$ cat src/rtl/aei_pkg.sv
package aei_pkg;

    localparam int DATA_W  = 32;
    localparam int ADDR_W  = 3;
    localparam int NUM_EVT = 5;
    localparam int NUM_CHK = 4;

    // register word addresses
    localparam logic [ADDR_W-1:0] A_TALM = 3'd0;
    localparam logic [ADDR_W-1:0] A_CALM = 3'd1;
    localparam logic [ADDR_W-1:0] A_STAT = 3'd2;
    localparam logic [ADDR_W-1:0] A_CLR  = 3'd3;
    localparam logic [ADDR_W-1:0] A_MSET = 3'd4;
    localparam logic [ADDR_W-1:0] A_MCLR = 3'd5;
    localparam logic [ADDR_W-1:0] A_MASK = 3'd6;
    localparam logic [ADDR_W-1:0] A_CHK  = 3'd7;

    // status bit positions
    localparam int EV_UPD  = 0;
    localparam int EV_ALM  = 1;
    localparam int EV_SEC  = 2;
    localparam int EV_TIME = 3;
    localparam int EV_CAL  = 4;

    // alarm enable bit positions
    localparam int EN_SEC  = 7;
    localparam int EN_MIN  = 15;
    localparam int EN_HOUR = 23;
    localparam int EN_MON  = 23;
    localparam int EN_DATE = 31;

    // one BCD byte: low digit legal and value inside [lo, hi]
    function automatic logic bcd_in_range(logic [7:0] v, logic [7:0] lo, logic [7:0] hi);
        return (v[3:0] <= 4'd9) && (v >= lo) && (v <= hi);
    endfunction

    function automatic logic time_word_ok(logic [DATA_W-1:0] w);
        return bcd_in_range({1'b0, w[6:0]},   8'h00, 8'h59) &&
               bcd_in_range({1'b0, w[14:8]},  8'h00, 8'h59) &&
               bcd_in_range({2'b0, w[21:16]}, 8'h00, 8'h23);
    endfunction

    function automatic logic cal_word_ok(logic [DATA_W-1:0] w);
        return bcd_in_range({3'b0, w[20:16]}, 8'h01, 8'h12) &&
               bcd_in_range({2'b0, w[29:24]}, 8'h01, 8'h31);
    endfunction

endpackage

$ cat src/rtl/aei_alarm_match.sv
module aei_alarm_match
    import aei_pkg::*;
(
    input  logic [DATA_W-1:0] talm,
    input  logic [DATA_W-1:0] calm,
    input  logic [DATA_W-1:0] cur_time,
    input  logic [DATA_W-1:0] cur_cal,
    input  logic              sec_tick,
    output logic              alarm_hit
);
    localparam int NUM_FLD = 5;

    logic [NUM_FLD-1:0] fld_en;
    logic [NUM_FLD-1:0] fld_eq;
    logic [NUM_FLD-1:0] fld_ok;

    always_comb begin
        fld_en = {calm[EN_DATE], calm[EN_MON], talm[EN_HOUR], talm[EN_MIN], talm[EN_SEC]};
        fld_eq[0] = (talm[6:0]   == cur_time[6:0]);
        fld_eq[1] = (talm[14:8]  == cur_time[14:8]);
        fld_eq[2] = (talm[21:16] == cur_time[21:16]);
        fld_eq[3] = (calm[20:16] == cur_cal[20:16]);
        fld_eq[4] = (calm[29:24] == cur_cal[29:24]);
    end

    for (genvar i = 0; i < NUM_FLD; i++) begin : g_fld
        assign fld_ok[i] = !fld_en[i] || fld_eq[i];
    end

    assign alarm_hit = sec_tick && (|fld_en) && (&fld_ok);

endmodule

$ cat src/rtl/aei_evt_regs.sv
module aei_evt_regs
    import aei_pkg::*;
#(
    parameter int N = NUM_EVT
) (
    input  logic         clk,
    input  logic         rst_n,
    input  logic [N-1:0] set_vec,
    input  logic [N-1:0] clr_vec,
    input  logic [N-1:0] en_vec,
    input  logic [N-1:0] dis_vec,
    output logic [N-1:0] stat,
    output logic [N-1:0] mask,
    output logic         irq
);
    for (genvar i = 0; i < N; i++) begin : g_bit
        always_ff @(posedge clk or negedge rst_n) begin
            if (!rst_n) begin
                stat[i] <= 1'b0;
            end else if (set_vec[i]) begin
                stat[i] <= 1'b1;
            end else if (clr_vec[i]) begin
                stat[i] <= 1'b0;
            end
        end

        always_ff @(posedge clk or negedge rst_n) begin
            if (!rst_n) begin
                mask[i] <= 1'b0;
            end else if (en_vec[i]) begin
                mask[i] <= 1'b1;
            end else if (dis_vec[i]) begin
                mask[i] <= 1'b0;
            end
        end
    end

    assign irq = |(stat & mask);

endmodule

$ cat src/rtl/aei_entry_check.sv
module aei_entry_check
    import aei_pkg::*;
(
    input  logic [DATA_W-1:0]  cur_time,
    input  logic [DATA_W-1:0]  cur_cal,
    input  logic [DATA_W-1:0]  talm,
    input  logic [DATA_W-1:0]  calm,
    output logic [NUM_CHK-1:0] entry_err
);
    always_comb begin
        entry_err[0] = !time_word_ok(cur_time);
        entry_err[1] = !cal_word_ok(cur_cal);
        entry_err[2] = !time_word_ok(talm);
        entry_err[3] = !cal_word_ok(calm);
    end

endmodule

$ cat src/rtl/aei_unit.sv
module aei_unit
    import aei_pkg::*;
(
    input  logic              clk,
    input  logic              rst_n,
    input  logic              wr_en,
    input  logic [ADDR_W-1:0] wr_addr,
    input  logic [DATA_W-1:0] wr_data,
    input  logic [ADDR_W-1:0] rd_addr,
    output logic [DATA_W-1:0] rd_data,
    input  logic [DATA_W-1:0] cur_time,
    input  logic [DATA_W-1:0] cur_cal,
    input  logic              sec_tick,
    input  logic              time_evt,
    input  logic              cal_evt,
    input  logic              upd_ack,
    output logic              irq
);
    localparam int PAD_E = DATA_W - NUM_EVT;
    localparam int PAD_C = DATA_W - NUM_CHK;

    logic [DATA_W-1:0]  talm_q;
    logic [DATA_W-1:0]  calm_q;
    logic               alarm_hit;
    logic [NUM_EVT-1:0] set_vec;
    logic [NUM_EVT-1:0] clr_vec;
    logic [NUM_EVT-1:0] en_vec;
    logic [NUM_EVT-1:0] dis_vec;
    logic [NUM_EVT-1:0] stat;
    logic [NUM_EVT-1:0] mask;
    logic [NUM_CHK-1:0] entry_err;

    // alarm word storage
    always_ff @(posedge clk or negedge rst_n) begin
        if (!rst_n) begin
            talm_q <= '0;
            calm_q <= '0;
        end else if (wr_en) begin
            if (wr_addr == A_TALM) talm_q <= wr_data;
            if (wr_addr == A_CALM) calm_q <= wr_data;
        end
    end

    // command decode
    always_comb begin
        clr_vec = (wr_en && wr_addr == A_CLR)  ? wr_data[NUM_EVT-1:0] : '0;
        en_vec  = (wr_en && wr_addr == A_MSET) ? wr_data[NUM_EVT-1:0] : '0;
        dis_vec = (wr_en && wr_addr == A_MCLR) ? wr_data[NUM_EVT-1:0] : '0;
        set_vec          = '0;
        set_vec[EV_UPD]  = upd_ack;
        set_vec[EV_ALM]  = alarm_hit;
        set_vec[EV_SEC]  = sec_tick;
        set_vec[EV_TIME] = time_evt;
        set_vec[EV_CAL]  = cal_evt;
    end

    aei_alarm_match u_match (
        .talm      (talm_q),
        .calm      (calm_q),
        .cur_time  (cur_time),
        .cur_cal   (cur_cal),
        .sec_tick  (sec_tick),
        .alarm_hit (alarm_hit)
    );

    aei_evt_regs #(.N(NUM_EVT)) u_evt (
        .clk     (clk),
        .rst_n   (rst_n),
        .set_vec (set_vec),
        .clr_vec (clr_vec),
        .en_vec  (en_vec),
        .dis_vec (dis_vec),
        .stat    (stat),
        .mask    (mask),
        .irq     (irq)
    );

    aei_entry_check u_chk_entry (
        .cur_time  (cur_time),
        .cur_cal   (cur_cal),
        .talm      (talm_q),
        .calm      (calm_q),
        .entry_err (entry_err)
    );

    // read mux
    always_comb begin
        unique case (rd_addr)
            A_TALM:  rd_data = talm_q;
            A_CALM:  rd_data = calm_q;
            A_STAT:  rd_data = {{PAD_E{1'b0}}, stat};
            A_MASK:  rd_data = {{PAD_E{1'b0}}, mask};
            A_CHK:   rd_data = {{PAD_C{1'b0}}, entry_err};
            default: rd_data = '0;
        endcase
    end

endmodule

$ cat config.mk
export PLATFORM = sky130hd
export DESIGN_NAME = aei_unit
export DESIGN_NICKNAME = d
export VERILOG_FILES = /design/src/rtl/aei_pkg.sv /design/src/rtl/aei_alarm_match.sv /design/src/rtl/aei_evt_regs.sv /design/src/rtl/aei_entry_check.sv /design/src/rtl/aei_unit.sv
export SDC_FILE = /design/constraint.sdc
export NUM_CORES = 1
export LEC_CHECK = 0
export BUFFER_PORTS_ARGS = -buffer_cell sky130_fd_sc_hd__clkbuf_2
export CAP_MARGIN = 20
export CORE_UTILIZATION = 45
export DETAILED_ROUTE_END_ITERATION = 10
export PLACE_DENSITY = 0.84
export SKIP_CTS_REPAIR_TIMING = 1
export SLEW_MARGIN = 30
export SYNTH_ARGS = -nofsm -noshare
export SYNTH_HDL_FRONTEND = slang
export SYNTH_SLANG_ARGS = --single-unit
$ cat constraint.sdc
create_clock -name clk -period 4.17 [get_ports clk]
set_input_delay 0.2085 -clock clk [delete_from_list [all_inputs] [get_ports clk]]
set_output_delay 0.2085 -clock clk [all_outputs]
set_load 0.01 [all_outputs]
==> results of run 1 <==
-- worst paths after layout --
kind                       startpoint             to  slack [ns]  depth (start not counted)
max                        calm_q[16]     rd_data[3]        1.82                          6
min                           upd_ack  u_evt.stat[0]        0.03                          2
max reg2reg                calm_q[28]  u_evt.stat[1]        2.47                          5
min reg2reg                 calm_q[3]      calm_q[3]        0.51                          1
max in group asynchronous       rst_n     calm_q[31]        3.23                          2
min in group asynchronous       rst_n     calm_q[26]        0.43                          2
-- power by group --
group,internal [mW],total [mW],switching [mW],leakage [nW]
logic,0.263,0.465,0.202,1.14
registers,0.869,1.02,0.152,0.875
clock network,0.416,0.682,0.266,0.121
total,1.55,2.17,0.620,2.13
-- metal layers --
metal  vias up  share of wire  track usage  wire [um]
met2       124           0.47       0.3657       4741
met1      1571           0.43       0.3135       4310
met3        15          0.076      0.05958        764
li1       1440              -            -          -
met4         0          0.019      0.09343        193
met5         -              0            0          0
-- registers in the layout (all words and copies together), names as in the netlist --
| signal | cells |
|---|---|
| calm_q | 32 |
| talm_q | 32 |
| u_evt.mask | 5 |
| u_evt.stat | 5 |
-- stage by stage --
| step | area, um2 | worst slack (ns) |
|---|---|---|
| after global placement | 4491 | 1.847 |
| after floorplan | 3865 | 2.484 |
| after detailed placement | 4502 | 2.224 |
| final | 4760 | 1.820 |
| after CTS | 4746 | 1.825 |
| after global routing | 4760 | 1.745 |
-- area by class of cell --
class                           count  area, um2  share of cell area
Clock inverter                      4      98.84             0.02077
Multi-Input combinational cell    229       1934              0.4064
Clock buffer                       12      145.1             0.03049
Inverter                            2      7.507            0.001577
Timing Repair Buffer              113      590.6              0.1241
Tap cell                          105      131.4             0.02760
Sequential cell                    74       1852              0.3891
-- logic make-up after synthesis --
kind of cell              count (synthesis)
AOI/OAI and AO/OA                        79
DFF                                      74
muxes                                    68
and+or+nand+nor                          51
xor gates and xnor gates                 31
buffers and inverters                    17
-- cell usage in the layout, fill, tap and decap left out, drive strengths merged, types with 2 or more instances in the layout --
cell type  synthesis  final
clkbuf             4    119
nand4              6      6
nand2             15     15
bufinv             0      3
a22oi              3      3
o221ai             3      3
buf               11      5
nor3b              2      2
o22ai              4      4
mux2              64     64
a211oi             3      3
a22o              28     28
a31oi              3      3
nor2b              2      2
nor4               6      6
xor2              14     14
a311o              2      2
a222oi             2      2
o31ai              3      3
or3                2      2
inv                2      2
dfrtp             74     74
xnor2             17     17
o21ai             13     13
nand3              6      6
mux2i              4      4
nor2               5      5
or4                2      2
a21oi              8      8
a21o               4      4
-- worst max-delay path: stages (launching register included) --
cell and delay [ns]:
dfrtp_1 0.45, or4_1 0.52, o22ai_1 0.18, a311o_2 0.15, o221ai_1 0.11, a21oi_1 0.23
clkbuf_2 0.16
==> out/metrics.cfg, run 1 <==
[status]
status=finished clean

[synth]
ys_async_sr_fraction=1.000
synth_cells=320
synth_area_leader_cell=dfrtp_1
synth_compound_area_frac=0.1518
ys_seq_area_frac=0.4791
synthXorXnorAreaFrac=0.07025
syn_avg_cell_area_um2=12.08
postSynthNetCount=429
synth_simple_gate_area_frac=0.07834
most_used_dff_post_synth=dfrtp_1
synth.yosys.warnings=0
synth.most_common_cell=dfrtp_1
number_of_enable_type_register_cells_in_the_synthesized_netlist=0
synth_largest_type_area_fraction=0.4791
ys_top_cells_by_count=74 x dfrtp_1, 60 x mux2_2, 27 x a22o_1, 17 x xnor2_1, 15 x nand2_1
ys_seq_elements=74
synth_cell_type_count=43
yosys.area_share.adder=0
largest_family_of_logic_cells_by_synthesized_area=multiplexers
syn_area_mm2=0.003865
synth.area.mux_share=0.1968
synthTopCellsByArea=dfrtp_1 48%, mux2_2 17%, a22o_1 6.1%

[power_and_ir_drop]
irDropWorstVdd_mv=0.2152
fin_total_pwr_mw=2.168
power_leakage_nw=2.131
power.density_mw_per_mm2=455.6

[final_layout]
stdcell_count=539
antenna_cells_inserted=0
fillers=733
layout-area-overhead-vs-synth_pct=23.15
num-nets-final=538
finalCoreUtilization=0.5764
drive_gt1_frac=0.4424

[grt]
largest_net_degree_at_the_start_of_global_routing=75
grt_overflow_total=0
track_usage=0.2349
grt_pass1_wl_mm=15.79
grt_pass1_vias=3118
antenna_found_initial=0

[drt]
dr.pass1.iters=4
drc_errors=0
route.vias.total=3150
drtAntennaViolNets=0
route.detailed.wl_per_inst_um=18.57
drt_iter0_drc=227
totalWireLength_mm=10.01
vias_per_cell=5.844

[cts]
cts-buffers-inserted=9
cts_buffer_depth=2
cts.htree.levels=3
cts.root.buffer_cell=clkbuf_8
cts.clk_slew.worst_paths_ns=0.08
tritoncts_clock_tree=done
cts.sinks=74
worst_skew_pair.late_latency_ns=0.35

[critical_path]
timing.critical_path.required_ns=3.96
crit_arrival_ns=2.14
crit_fanout=5
setup.worst_path.end_class=output port
startpoint_type=register
crit_type=reg -> out

[sta]
setup_viol=0
finalCritPeriodShare=0.5635
tightest_slew_ns=0.9932
timing.fmax_mhz=425.6
hold_violations=0
worst_slew_margin_rel=0.3378
tns_ns=0
setup_repair_after_global_routing_missed_its_margin=false
report.final.slew_viol_count=0
worst_hold_slack_ns=0.03375
final.min_clock_period_ns=2.350
fin_skew_ns=0.01191

[floorplanning]
die_area_mm2=0.008963
design.portCount=142
floorplan.rows=33
die_h_um=94.68
initial_core_utilization=0.4680
chipWidth_um=94.68
fp.coreArea_mm2=0.008258

[job]
drv.max_cap_violation_count=0

[placement]
dp_hpwl_mm=7.234
routabilityCongestion=0.8672
placed_cells_incl_taps=522
portBuffers=108

[worst_hold_path]
timing.hold.worst.class=in -> reg

Power figures use the tool's default switching activity.
==> run 2: changes to the inputs <==
==> constraint.sdc (replaced) <==
create_clock -name clk -period 2.31 [get_ports clk]
set_input_delay 0.1155 -clock clk [delete_from_list [all_inputs] [get_ports clk]]
set_output_delay 0.1155 -clock clk [all_outputs]
set_load 0.01 [all_outputs]
==> run 2 against run 1 <==
Effect of this change: sequential share of layout area fell by 0.46 points; power rose by 82%; routed wire length fell by 0.66%; design area rose by 1.2%; clock power rose by 83%; global-route usage fell by 0.25 points; first-iteration DRC count fell by 14%; largest power group unchanged.
==> out/metrics.cfg, run 2 (synthesized netlist as in run 1, its figures left out) <==
[drt]
dr.pass1.iters=4
wl_met3_um=713
route.detailed.wl_per_inst_um=18.28
drt_iter0_drc=195
drc_errors=0
drtAntennaViolNets=0
met2RoutedLength_mm=4.882
wirelength_met1_mm=4.233
totalWireLength_mm=9.943
maxUsedRoutingLayer=met4
route.vias.total=3146
vias_per_cell=5.783

[cts]
cts.htree.levels=3
tritoncts_clock_tree=done
worst_skew_pair.late_latency_ns=0.35
cts-buffers-inserted=9
cts_buffer_depth=2
cts.clk_slew.worst_paths_ns=0.07
cts.root.buffer_cell=clkbuf_8
cts.sinks=74

[power_and_ir_drop]
power_switching_share=0.2891
irDropWorstVdd_mv=0.4369
power_leakage_nw=2.152
p_sw_mw=1.138
power.density_mw_per_mm2=817.4
comb_power_share=0.216
internal-power_mw=2.799
sequentialPowerShare=0.468
fin_total_pwr_mw=3.938
clock_power_share=0.317

[floorplanning]
chipWidth_um=94.68
die_h_um=94.68
initial_core_utilization=0.4680
floorplan.rows=33
die_area_mm2=0.008963
fp.coreArea_mm2=0.008258
design.portCount=142

[final_layout]
final_common_cell=clkbuf_2
final_cell_mix=107 x clkbuf_2, 74 x dfrtp_1, 60 x mux2_2, 27 x a22o_1, 17 x xnor2_1
num-nets-final=543
layout-area-overhead-vs-synth_pct=24.64
fillers=712
drive_gt1_frac=0.4465
antenna_cells_inserted=0
registers_with_the_most_flip_flops=calm_q x32, talm_q x32

[sta]
fin_skew_ns=0.006964
tns_ns=0
hold_violations=0
report.final.slew_viol_count=0
finalCritPeriodShare=0.9553
tightest_slew_ns=0.7102
setup_repair_after_global_routing_missed_its_margin=false
worst_slew_margin_rel=0.5265
setup_viol=0
final.min_clock_period_ns=2.207
timing.fmax_mhz=453.2

[critical_path]
crit_type=reg -> out
critical_path.cell_chain=or4_1 > o22ai_2 > a311o_2 > o221ai_1 > a21oi_1 > clkbuf_2
timing.critical_path.required_ns=2.19
startpoint_type=register
largest_stage_delay_worst_path_ns=0.54
setup.worst_path.end_class=output port
crit_path_top_delay_cell=or4_1
crit_arrival_ns=2.09
crit_fanout=5

[grt]
grt_pass1_wl_mm=15.75
track_usage=0.2324
grt_overflow_total=0
grt_pass1_vias=3148
antenna_found_initial=0
largest_net_degree_at_the_start_of_global_routing=75

[job]
drv.max_cap_violation_count=0

[worst_hold_path]
timing.hold.worst.class=in -> reg

[placement]
dp_hpwl_mm=7.147
routabilityCongestion=0.8419
portBuffers=108

[status]
status=finished clean

==> run 2: cell count changes in the layout (fill, tap and decap cells not counted) <==
cell,previous run,this run
buf_4,3,5
buf_6,2,1
clkbuf_1,2,0
clkinvlp_4,0,2
dlygate4sd3_1,1,5
o22ai_1,4,3
o22ai_2,0,1
==> run 2: power by group through the flow <==
stage               sequential [mW]  combinational, mW  clock (mW)
floorplan                      1.77              0.578           0
detailed placement             1.87              0.837           0
global placement               1.84              0.808           0
finish                         1.84              0.849        1.25
CTS                            1.84              0.843        1.27
global route                   1.88              0.936        1.32
==> run 2: final cells by class <==
| cell class | instances | area (um2) | area share |
|---|---|---|---|
| Clock buffer | 10 | 137.6 | 0.02857 |
| Clock inverter | 6 | 113.9 | 0.02364 |
| Inverter | 2 | 7.507 | 0.001558 |
| Multi-Input combinational cell | 229 | 1941 | 0.4029 |
| Sequential cell | 74 | 1852 | 0.3844 |
| Tap cell | 105 | 131.4 | 0.02727 |
| Timing Repair Buffer | 118 | 634.4 | 0.1317 |
==> run 2: worst paths after layout <==
check | slack [ns] | start | depth (start not counted) | endpoint
worst min-delay path | 0.003 | wr_data[21] | 2 | talm_q[21]
worst max-delay path | 0.10 | calm_q[16] | 6 | rd_data[3]
worst max register to register | 0.62 | calm_q[28] | 5 | u_evt.stat[1]
max in group asynchronous | 1.46 | rst_n | 2 | talm_q[10]
min in group asynchronous | 0.33 | rst_n | 2 | talm_q[28]
worst min register to register | 0.51 | calm_q[11] | 1 | calm_q[11]
==> run 2: through the flow <==
| stage | util | setup slack (ns) | area [um2] | hold slack [ns] | instances |
|---|---|---|---|---|---|
| floorplan | - | 0.7169 | 3865 | -0.1801 | 320 |
| global placement | 0.5456 | 0.4631 | 4506 | 0.3001 | 523 |
| detailed placement | 0.5456 | 0.4581 | 4506 | 0.3035 | 523 |
| CTS | 0.5761 | 0.04708 | 4757 | -0.07222 | 539 |
| global route | 0.5833 | 0.02709 | 4817 | 0.005005 | 544 |
| finish | 0.5833 | 0.1033 | 4817 | 0.002594 | 544 |
==> run 2: critical path: cells and delay by family, from the launching register on <==
kind / cells / cell delay, ns
AO/OA/AOI/OAI: 4 / 0.60
buffers and inverters: 1 / 0.15
flip-flops: 1 / 0.45
AND/OR/NAND/NOR: 1 / 0.54
==> run 2: per-layer routing <==
layer	global-route usage	vias to the layer above
li1	-	1448
met1	0.3140	1584
met2	0.3669	104
met3	0.05395	10
met4	0.07955	0
met5	0	-
